<file path="config.mk">
export PLATFORM = sky130hd
export DESIGN_NAME = sdram_bringup_seq
export DESIGN_NICKNAME = d
export VERILOG_FILES = /design/src/rtl/sdram_init_pkg.sv /design/src/rtl/sdram_step_timer.sv /design/src/rtl/sdram_cmd_drive.sv /design/src/rtl/sdram_bringup_seq.sv
export SDC_FILE = /design/constraint.sdc
export NUM_CORES = 1
export LEC_CHECK = 0
export BUFFER_PORTS_ARGS = -buffer_cell sky130_fd_sc_hd__buf_2
export CAP_MARGIN = 20
export CORE_UTILIZATION = 50
export CTS_BUF_LIST = sky130_fd_sc_hd__clkbuf_8 sky130_fd_sc_hd__clkbuf_16
export CTS_CLUSTER_DIAMETER = 30
export DETAILED_ROUTE_END_ITERATION = 8
export PLACE_DENSITY = 0.71
export RECOVER_POWER = 100
export SETUP_SLACK_MARGIN = 0.15
export SYNTH_ARGS = -nofsm -noshare
export SYNTH_HDL_FRONTEND = slang
export SYNTH_SLANG_ARGS = --single-unit
</file>
<file path="constraint.sdc">
create_clock -name clk -period 3.1 [get_ports clk]
set_input_delay 0.465 -clock clk [delete_from_list [all_inputs] [get_ports clk]]
set_output_delay 0.465 -clock clk [all_outputs]
set_load 0.005 [all_outputs]
</file>
<file path="src/rtl/sdram_init_pkg.sv">
package sdram_init_pkg;

  typedef enum logic [3:0] {
    ST_STABLE, ST_PRE, ST_TRP, ST_REF1, ST_TRFC1,
    ST_REF2, ST_TRFC2, ST_MRS, ST_TMRD, ST_DONE
  } init_step_e;

  // {cs_n, ras_n, cas_n, we_n}
  typedef struct packed {
    logic cs_n;
    logic ras_n;
    logic cas_n;
    logic we_n;
  } cmd_pins_t;

  localparam cmd_pins_t PINS_INHIBIT = 4'b1111;
  localparam cmd_pins_t PINS_NOP     = 4'b0111;
  localparam cmd_pins_t PINS_PRE     = 4'b0010;
  localparam cmd_pins_t PINS_REF     = 4'b0001;
  localparam cmd_pins_t PINS_MRS     = 4'b0000;

  function automatic cmd_pins_t step_pins(init_step_e s);
    case (s)
      ST_PRE:           return PINS_PRE;
      ST_REF1, ST_REF2: return PINS_REF;
      ST_MRS:           return PINS_MRS;
      default:          return PINS_NOP;
    endcase
  endfunction

  function automatic logic step_issues(init_step_e s);
    return (s == ST_PRE) || (s == ST_REF1) || (s == ST_REF2) || (s == ST_MRS);
  endfunction

  function automatic logic step_waits(init_step_e s);
    return (s == ST_STABLE) || (s == ST_TRP) || (s == ST_TRFC1) ||
           (s == ST_TRFC2) || (s == ST_TMRD);
  endfunction

endpackage

</file>
<file path="src/rtl/sdram_step_timer.sv">
module sdram_step_timer #(
  parameter int CNT_W = 8
) (
  input  logic             clk,
  input  logic             rst,
  input  logic             restart,
  input  logic [CNT_W-1:0] limit,
  output logic             last
);
  logic [CNT_W-1:0] cnt_q;

  always_ff @(posedge clk) begin
    if (rst || restart) cnt_q <= '0;
    else                cnt_q <= cnt_q + CNT_W'(1);
  end

  // final cycle of a wait lasting `limit` cycles
  assign last = (cnt_q == limit - CNT_W'(1));

endmodule

</file>
<file path="src/rtl/sdram_cmd_drive.sv">
module sdram_cmd_drive
  import sdram_init_pkg::*;
#(
  parameter int                ADDR_W    = 12,
  parameter int                BANK_W    = 2,
  parameter logic [ADDR_W-1:0] MODE_WORD = '0
) (
  input  logic              clk,
  input  logic              rst,
  input  init_step_e        step_next,
  output logic              cke,
  output logic              cs_n,
  output logic              ras_n,
  output logic              cas_n,
  output logic              we_n,
  output logic [BANK_W-1:0] ba,
  output logic [ADDR_W-1:0] addr,
  output logic              ready
);
  localparam int ALL_BANK_BIT = 10;

  function automatic logic [ADDR_W-1:0] step_addr(init_step_e s);
    logic [ADDR_W-1:0] a;
    a = '0;
    if (s == ST_PRE) a[ALL_BANK_BIT] = 1'b1;
    if (s == ST_MRS) a = MODE_WORD;
    return a;
  endfunction

  cmd_pins_t pins_d;
  assign pins_d = step_pins(step_next);

  always_ff @(posedge clk) begin
    if (rst) begin
      {cs_n, ras_n, cas_n, we_n} <= PINS_INHIBIT;
      ba    <= '0;
      addr  <= '0;
      cke   <= 1'b1;
      ready <= 1'b0;
    end else begin
      {cs_n, ras_n, cas_n, we_n} <= pins_d;
      ba    <= '0;
      addr  <= step_addr(step_next);
      cke   <= 1'b1;
      ready <= (step_next == ST_DONE);
    end
  end

endmodule

</file>
<file path="src/rtl/sdram_bringup_seq.sv">
module sdram_bringup_seq
  import sdram_init_pkg::*;
#(
  parameter int                STABLE_CYCLES = 50000,
  parameter int                TRP_CYCLES    = 3,
  parameter int                TRFC_CYCLES   = 16,
  parameter int                TMRD_CYCLES   = 2,
  parameter int                ADDR_W        = 12,
  parameter int                BANK_W        = 2,
  parameter logic [ADDR_W-1:0] MODE_WORD     = 12'h032
) (
  input  logic              clk,
  input  logic              rst,
  output logic              cke,
  output logic              cs_n,
  output logic              ras_n,
  output logic              cas_n,
  output logic              we_n,
  output logic [BANK_W-1:0] ba,
  output logic [ADDR_W-1:0] addr,
  output logic              ready
);
  localparam int MAX_A    = (STABLE_CYCLES > TRP_CYCLES) ? STABLE_CYCLES : TRP_CYCLES;
  localparam int MAX_B    = (TRFC_CYCLES > TMRD_CYCLES) ? TRFC_CYCLES : TMRD_CYCLES;
  localparam int MAX_WAIT = (MAX_A > MAX_B) ? MAX_A : MAX_B;
  localparam int CNT_W    = $clog2(MAX_WAIT + 1);

  init_step_e       step_q, step_d;
  logic [CNT_W-1:0] wait_limit;
  logic             tmr_last, tmr_restart;

  always_comb begin
    case (step_q)
      ST_STABLE:          wait_limit = CNT_W'(STABLE_CYCLES);
      ST_TRP:             wait_limit = CNT_W'(TRP_CYCLES);
      ST_TRFC1, ST_TRFC2: wait_limit = CNT_W'(TRFC_CYCLES);
      ST_TMRD:            wait_limit = CNT_W'(TMRD_CYCLES);
      default:            wait_limit = CNT_W'(1);
    endcase
  end

  assign tmr_restart = step_issues(step_q) || (step_q == ST_DONE) ||
                       (step_waits(step_q) && tmr_last);

  always_comb begin
    step_d = step_q;
    case (step_q)
      ST_STABLE: if (tmr_last) step_d = ST_PRE;
      ST_PRE:                  step_d = ST_TRP;
      ST_TRP:    if (tmr_last) step_d = ST_REF1;
      ST_REF1:                 step_d = ST_TRFC1;
      ST_TRFC1:  if (tmr_last) step_d = ST_REF2;
      ST_REF2:                 step_d = ST_TRFC2;
      ST_TRFC2:  if (tmr_last) step_d = ST_MRS;
      ST_MRS:                  step_d = ST_TMRD;
      ST_TMRD:   if (tmr_last) step_d = ST_DONE;
      default:                 step_d = ST_DONE;
    endcase
  end

  always_ff @(posedge clk) begin
    if (rst) step_q <= ST_STABLE;
    else     step_q <= step_d;
  end

  sdram_step_timer #(.CNT_W(CNT_W)) u_timer (
    .clk     (clk),
    .rst     (rst),
    .restart (tmr_restart),
    .limit   (wait_limit),
    .last    (tmr_last)
  );

  sdram_cmd_drive #(
    .ADDR_W    (ADDR_W),
    .BANK_W    (BANK_W),
    .MODE_WORD (MODE_WORD)
  ) u_drive (
    .clk       (clk),
    .rst       (rst),
    .step_next (step_d),
    .cke       (cke),
    .cs_n      (cs_n),
    .ras_n     (ras_n),
    .cas_n     (cas_n),
    .we_n      (we_n),
    .ba        (ba),
    .addr      (addr),
    .ready     (ready)
  );

  // ---- port-level events observed by the assertions ----
  logic       evt_nop, evt_pre, evt_ref, evt_mrs;
  logic [1:0] refs_seen_q;

  assign evt_nop = ({cs_n, ras_n, cas_n, we_n} == 4'b0111);
  assign evt_pre = ({cs_n, ras_n, cas_n, we_n} == 4'b0010);
  assign evt_ref = ({cs_n, ras_n, cas_n, we_n} == 4'b0001);
  assign evt_mrs = ({cs_n, ras_n, cas_n, we_n} == 4'b0000);

  always_ff @(posedge clk) begin
    if (rst)                              refs_seen_q <= 2'd0;
    else if (evt_ref && refs_seen_q != 2'd3) refs_seen_q <= refs_seen_q + 2'd1;
  end

  assert_nop_before_pre_R2: assert property (@(posedge clk) disable iff (rst)
    evt_pre |-> $past(evt_nop));
  assert_pre_all_banks_R3: assert property (@(posedge clk) disable iff (rst)
    evt_pre |-> (addr[10] && refs_seen_q == 2'd0));
  assert_nop_before_ref_R4: assert property (@(posedge clk) disable iff (rst)
    evt_ref |-> $past(evt_nop));
  assert_mrs_after_two_refs_R6: assert property (@(posedge clk) disable iff (rst)
    evt_mrs |-> (refs_seen_q == 2'd2 && ba == '0 && addr == MODE_WORD));
  assert_ready_sticky_R7: assert property (@(posedge clk) disable iff (rst)
    ready |=> ready);
  assert_ready_idle_R7: assert property (@(posedge clk) disable iff (rst)
    ready |-> evt_nop);

endmodule

</file>
# After elaboration in Yosys (flattened, before gate mapping)
# Index checks and enable logic that the tools add are counted.
# totals
regBits	37
in_bits	2
out_inout_bits	20
# op_classes
reduce_logical	15
muxes	10
add_sub_neg	2
eq_ne	15
# ops
op	count
one-hot mux 16 bit (4 select lines)	1
one-hot mux 4 bit (9 select lines)	1
== test 4 x 3 -> 1 bit (second input constant)	6
two-way mux 4 bit	5
adder 16 x 1 -> 16 bit (second input constant)	1
== test 16 bit	1
subtractor 16 x 1 -> 16 bit (second input constant)	1
== test 4 x 2 -> 1 bit (second input constant)	3
== test 4 bit (second input constant)	3
logical OR 1 bit	10
one-hot mux 3 bit (3 select lines)	1
== test 4 x 1 -> 1 bit (second input constant)	2
two-way mux 6 bit	1
OR reduction 2 bit	3
zero test 4 bit	1
logical AND 1 bit	1
two-way mux 1 bit	1

# Logic depth before layout (Yosys ltp)
# logic_depth
word_depth	10
depth_mapped	11
mapped_depth_nobuf	8

# Modules after synthesis
# A second synthesis with hierarchy kept.
# hier_totals
cells_unflattened	217
area_unflattened_um2	1789.2
# modules_own_cells
mod	cells_each	instances	seq_area_each_um2	area_per_inst_um2
sdram_step_timer	156	1	320.3	1206.2
sdram_cmd_drive	31	1	140.1	315.3
sdram_bringup_seq	30	1	80.1	267.8

# Worst setup path before layout
# Ideal clock, no wire load.
# synth_path
path_kind	flip-flop to flip-flop
startpoint	register step_q[3]
endpoint	register u_timer.cnt_q[10]
stages_incl_launch_ff	10
n_path_buf	2
setup_time_ps	132
slack_ps	555
required_ps	2968
synth_period_minus_slack_ps	2545
t_arrival_ps	2413
cell_sequence	dfxtp_1 -> clkbuf_1 -> xnor2_1 -> or3_1 -> ha_1 -> nor4_1 -> nand3_1 -> a2111oi_4 -> buf_6 -> nor3_1
# synth_via
elab_chain_len	8
elab_cells_between_ends	25
# synth_rtl
item	line_no	source
start, declared	sdram_bringup_seq.sv:28	init_step_e step_q, step_d;
start signal, assigned	sdram_bringup_seq.sv:63	else step_q <= step_d;
== test 4 x 3 -> 1 bit, or another cell as far along	sdram_init_pkg.sv:36, sdram_bringup_seq.sv:33	
OR reduction 2 bit or logical OR 1 bit (tied branches)	sdram_bringup_seq.sv:33, sdram_init_pkg.sv:36	
one-hot mux 16 bit (4 select lines) or logical OR 1 bit (tied branches)	sdram_bringup_seq.sv:33, sdram_init_pkg.sv:36	
subtractor 16 x 1 -> 16 bit or logical OR 1 bit (tied branches)	sdram_step_timer.sv:18, sdram_init_pkg.sv:36	
== test 16 bit or logical OR 1 bit (tied branches)	sdram_step_timer.sv:18, sdram_init_pkg.sv:37	
logical AND 1 bit	sdram_bringup_seq.sv:43	(step_waits(step_q) && tmr_last);
logical OR 1 bit *	sdram_bringup_seq.sv:42	assign tmr_restart = step_issues(step_q) || (step_q == ST_DONE) ||
logical OR 1 bit *	sdram_step_timer.sv:13	if (rst || restart) cnt_q <= '0;
end signal, assigned	sdram_step_timer.sv:14	else cnt_q <= cnt_q + CNT_W'(1);
end, declared	sdram_step_timer.sv:10	logic [CNT_W-1:0] cnt_q;
# Mark *: on every way between the ends. The rest lies on a longest branch, timed or not.
# A chain may end at the register's enable or synchronous reset.

# Worst setup path after layout
# layout_path
startpoint	register step_q[3]
endpoint	register u_drive.addr[4]
# layout_via
elab_chain_len	9
elab_cells_between_ends	21
# layout_rtl
item	line_no	source
== test 4 x 3 -> 1 bit	sdram_bringup_seq.sv:33, sdram_bringup_seq.sv:47	
OR reduction 2 bit	sdram_bringup_seq.sv:33	case (step_q)
one-hot mux 16 bit (4 select lines)	sdram_bringup_seq.sv:33	
subtractor 16 x 1 -> 16 bit	sdram_step_timer.sv:18	assign last = (cnt_q == limit - CNT_W'(1));
== test 16 bit	sdram_step_timer.sv:18	
two-way mux 4 bit (on tied branches)	-	
one-hot mux 4 bit (9 select lines) *	sdram_bringup_seq.sv:47	case (step_q)
== test 4 x 3 -> 1 bit *	sdram_cmd_drive.sv:26	if (s == ST_MRS) a = MODE_WORD;
two-way mux 6 bit *	sdram_cmd_drive.sv:26	
end signal, assigned	sdram_cmd_drive.sv:43	addr <= step_addr(step_next);
end, declared	sdram_cmd_drive.sv:17	output logic [ADDR_W-1:0] addr,
# Marked as above.

==> reports/qor.yml <==
worst_hold_path:
  hp-class: "input port to flip-flop"
floorplan:
  die_h_um: 56.48
  rows: 19
  coreArea_mm2: 0.002781
  dieArea_mm2: 0.003189
  io-pin-count: 22
  start_util_pct: 53.35
  die_w_um: 56.48
clocking:
  post_cts_buffers: 0
  cts-htree-levels: 1
  cts-resized-gates: 0
  postCtsHoldBufs: 0
  clock_latency_ns: 0.27
  cts-buffers-inserted: 3
  root_buffer: "clkbuf_8"
  clk_pin_slew_worst_paths_ns: 0.09
  clock_sinks: 27
  cts_tree: "yes"
  clock_path_buffers: 2
worst_setup_path:
  crit_required_ns: 3.31
  cp_max_fo: 11
  path_cells: "xnor2_1 -> or3_1 -> ha_1 -> nor4_1 -> nand3_1 -> a2111oi_2 -> and3b_1"
  cp_top_family: "simple AND/OR/NAND/NOR gates"
  crit_path_start_kind: "flip-flop"
  path_buf_inv: 0
  cp.arrival_ns: 2.92
  endpoint_kind: "flip-flop"
  crit_type: "flip-flop to flip-flop"
  cp_slowest_cell: "a2111oi_2"
  crit_path_max_incr_delay_ns: 0.64
detailed_routing:
  wl_per_cell_um: 13.53
  drc: 0
  drt_wl_total_mm: 2.624
  first_pass_iters: 4
  vias_per_cell: 5.485
  drt_iter0_markers: 37
  vias: 1064
  final_antenna_net_count: 0
timing:
  hold_slack_ns: 0.4389
  fin_crit_ns: 2.704
  fin_crit_sh_pct: 87.23
  finalHoldViolations: 0
  fmax_ghz: 0.3698
  finalMaxSlewViolations: 0
  grt_setup_unrepaired: "false"
  setup_viol: 0
  relSlewSlack_pct: 57.08
  fin_tns_setup_ns: 0
  worstMarginPinSlew_ns: 0.6426
  finClkSkew_ns: 0.003186
finish:
  final_common_cell: "dfxtp_1"
  final_area_mm2: 0.001494
  layout_common_cells: "27 x dfxtp_1, 20 x nor3_1, 11 x conb_1"
  fill_cells: 284
  n_antenna_cell: 0
  area_growth_pct: 0.6744
  final_nets: 168
  stdcell_count: 194
  drive_above_1_share_pct: 14.72
yosys:
  synth-edff-count: 0
  synth_area_mm2: 0.001484
  synth-main-ff-cell: "dfxtp_1"
  synth-seq-cells: 27
  synth_async_sr_flop_share_pct: 0
  synth.distinct_cells: 40
  syn-instance-count: 161
  yosysSeqAreaShare_pct: 36.42
  synth.avg_cell_area_um2: 9.217
  yosysWarnings: 0
place:
  placed_cells: 190
  dp_hpwl_mm: 1.931
  placed_area_mm2: 0.001459
  globalplace.congestion: 0.8195
  port_buffers: 10
power:
  p_per_area_mw_per_mm2: 384.9
  fin_total_pwr_w: 0.0005750
  irDropWorstVdd_uv: 258.1
  p_leak_nw: 0.5633
global_route:
  antenna_found_initial: 0
  grt_pass1_wl_mm: 4.422
  grt_max_degree: 17
  overflow: 0
  first_global_vias: 994
  track_usage_pct: 17.36
job:
  maxCapViolCount: 0
status:
  status: "finished clean"
worst register-to-register path, cell delays in order, from the launching register on:
cell       delay (ns)
dfxtp_1          0.57
xnor2_1          0.11
or3_1            0.33
ha_1             0.24
nor4_1           0.28
nand3_1          0.24
a2111oi_2        0.64
and3b_1          0.25
sequential cells by signal, summed over array words and instances, names as in the netlist:
signal / cells
u_drive.ready: 1
u_drive.we_n: 1
u_drive.ras_n: 1
u_drive.addr: 2
u_drive.cs_n: 1
step_q: 4
u_drive.cas_n: 1
u_timer.cnt_q: 16
path summary, 6_finish.rpt:
check                   startpoint  depth (start not counted)                to  slack, ns
hold / removal                 rst                          1      u_drive.cs_n       0.44
setup reg to reg         step_q[3]                          7   u_drive.addr[4]       0.40
hold reg to reg   u_timer.cnt_q[0]                          1  u_timer.cnt_q[0]       0.49
setup / recovery         step_q[3]                          7   u_drive.addr[4]       0.40
where the power goes:
part           internal [W]  switching (W)  total (W)
registers          0.000351     0.00000431   0.000355
clock network     0.0000910       0.000108   0.000199
logic            0.00000762      0.0000135  0.0000211
routing by layer:
metal / vias to the layer above / global-route usage (%) / part of all wire, %
met1: 498 / 21.26 / 47
li1: 541 / - / -
met2: 19 / 30.42 / 49
met5: - / 0 / 0
met4: 0 / 6.272 / 2.1
met3: 6 / 2.765 / 1.9
synthesized netlist by cell type, types with 2 or more instances:
library cell  number  area share (%)
a2111oi_4          2             3.7
nand3_1            9             3.0
nand4_1            3             1.3
nor3_1            20             6.7
nor2_1             6             1.5
nand2b_1           2            0.84
and4_1             3             1.8
conb_1             2            0.51
inv_1              5             1.3
xnor2_1           10             5.9
and2_1             3             1.3
o211a_1            2             1.3
o21ai_0            4             1.3
ha_1               2             1.7
buf_4             13             6.6
xor2_1             9             5.3
clkbuf_1           5             1.3
or3_1              3             1.3
nand2_1            6             1.5
and3_1             2            0.84
or2_2              2            0.84
nor4_1             2            0.84
buf_6              3             2.3
dfxtp_1           27              36
final cells by class:
| class | instances | area, um^2 | area share (%) |
|---|---|---|---|
| Multi-Input combinational cell | 116 | 793.3 | 53.10 |
| Sequential cell | 27 | 540.5 | 36.18 |
| Timing Repair Buffer | 11 | 53.80 | 3.601 |
| Clock buffer | 3 | 41.29 | 2.764 |
| Tap cell | 31 | 38.79 | 2.596 |
| Inverter | 5 | 18.77 | 1.256 |
| Clock inverter | 1 | 7.507 | 0.5025 |
cell families after synthesis:
| group | synth area share (%) |
|---|---|
| flops | 36.43 |
| other cells | 0.5061 |
| mux | 0.6746 |
| fa+ha+maj | 1.686 |
| xor+xnor | 11.21 |
| compound gates | 10.96 |
| simple gates | 26.81 |
| buf+inv | 11.72 |
metrics by stage:
step / utilization (%) / setup WS [ns]
after detailed placement: 52.45 / 0.4097
after floorplan: - / 0.5553
after CTS: 54.21 / 0.3833
final: 53.71 / 0.3959
after global routing: 53.71 / 0.1414
after global placement: 52.45 / 0.4586
Note: power is estimated with default switching activity, not from simulation.
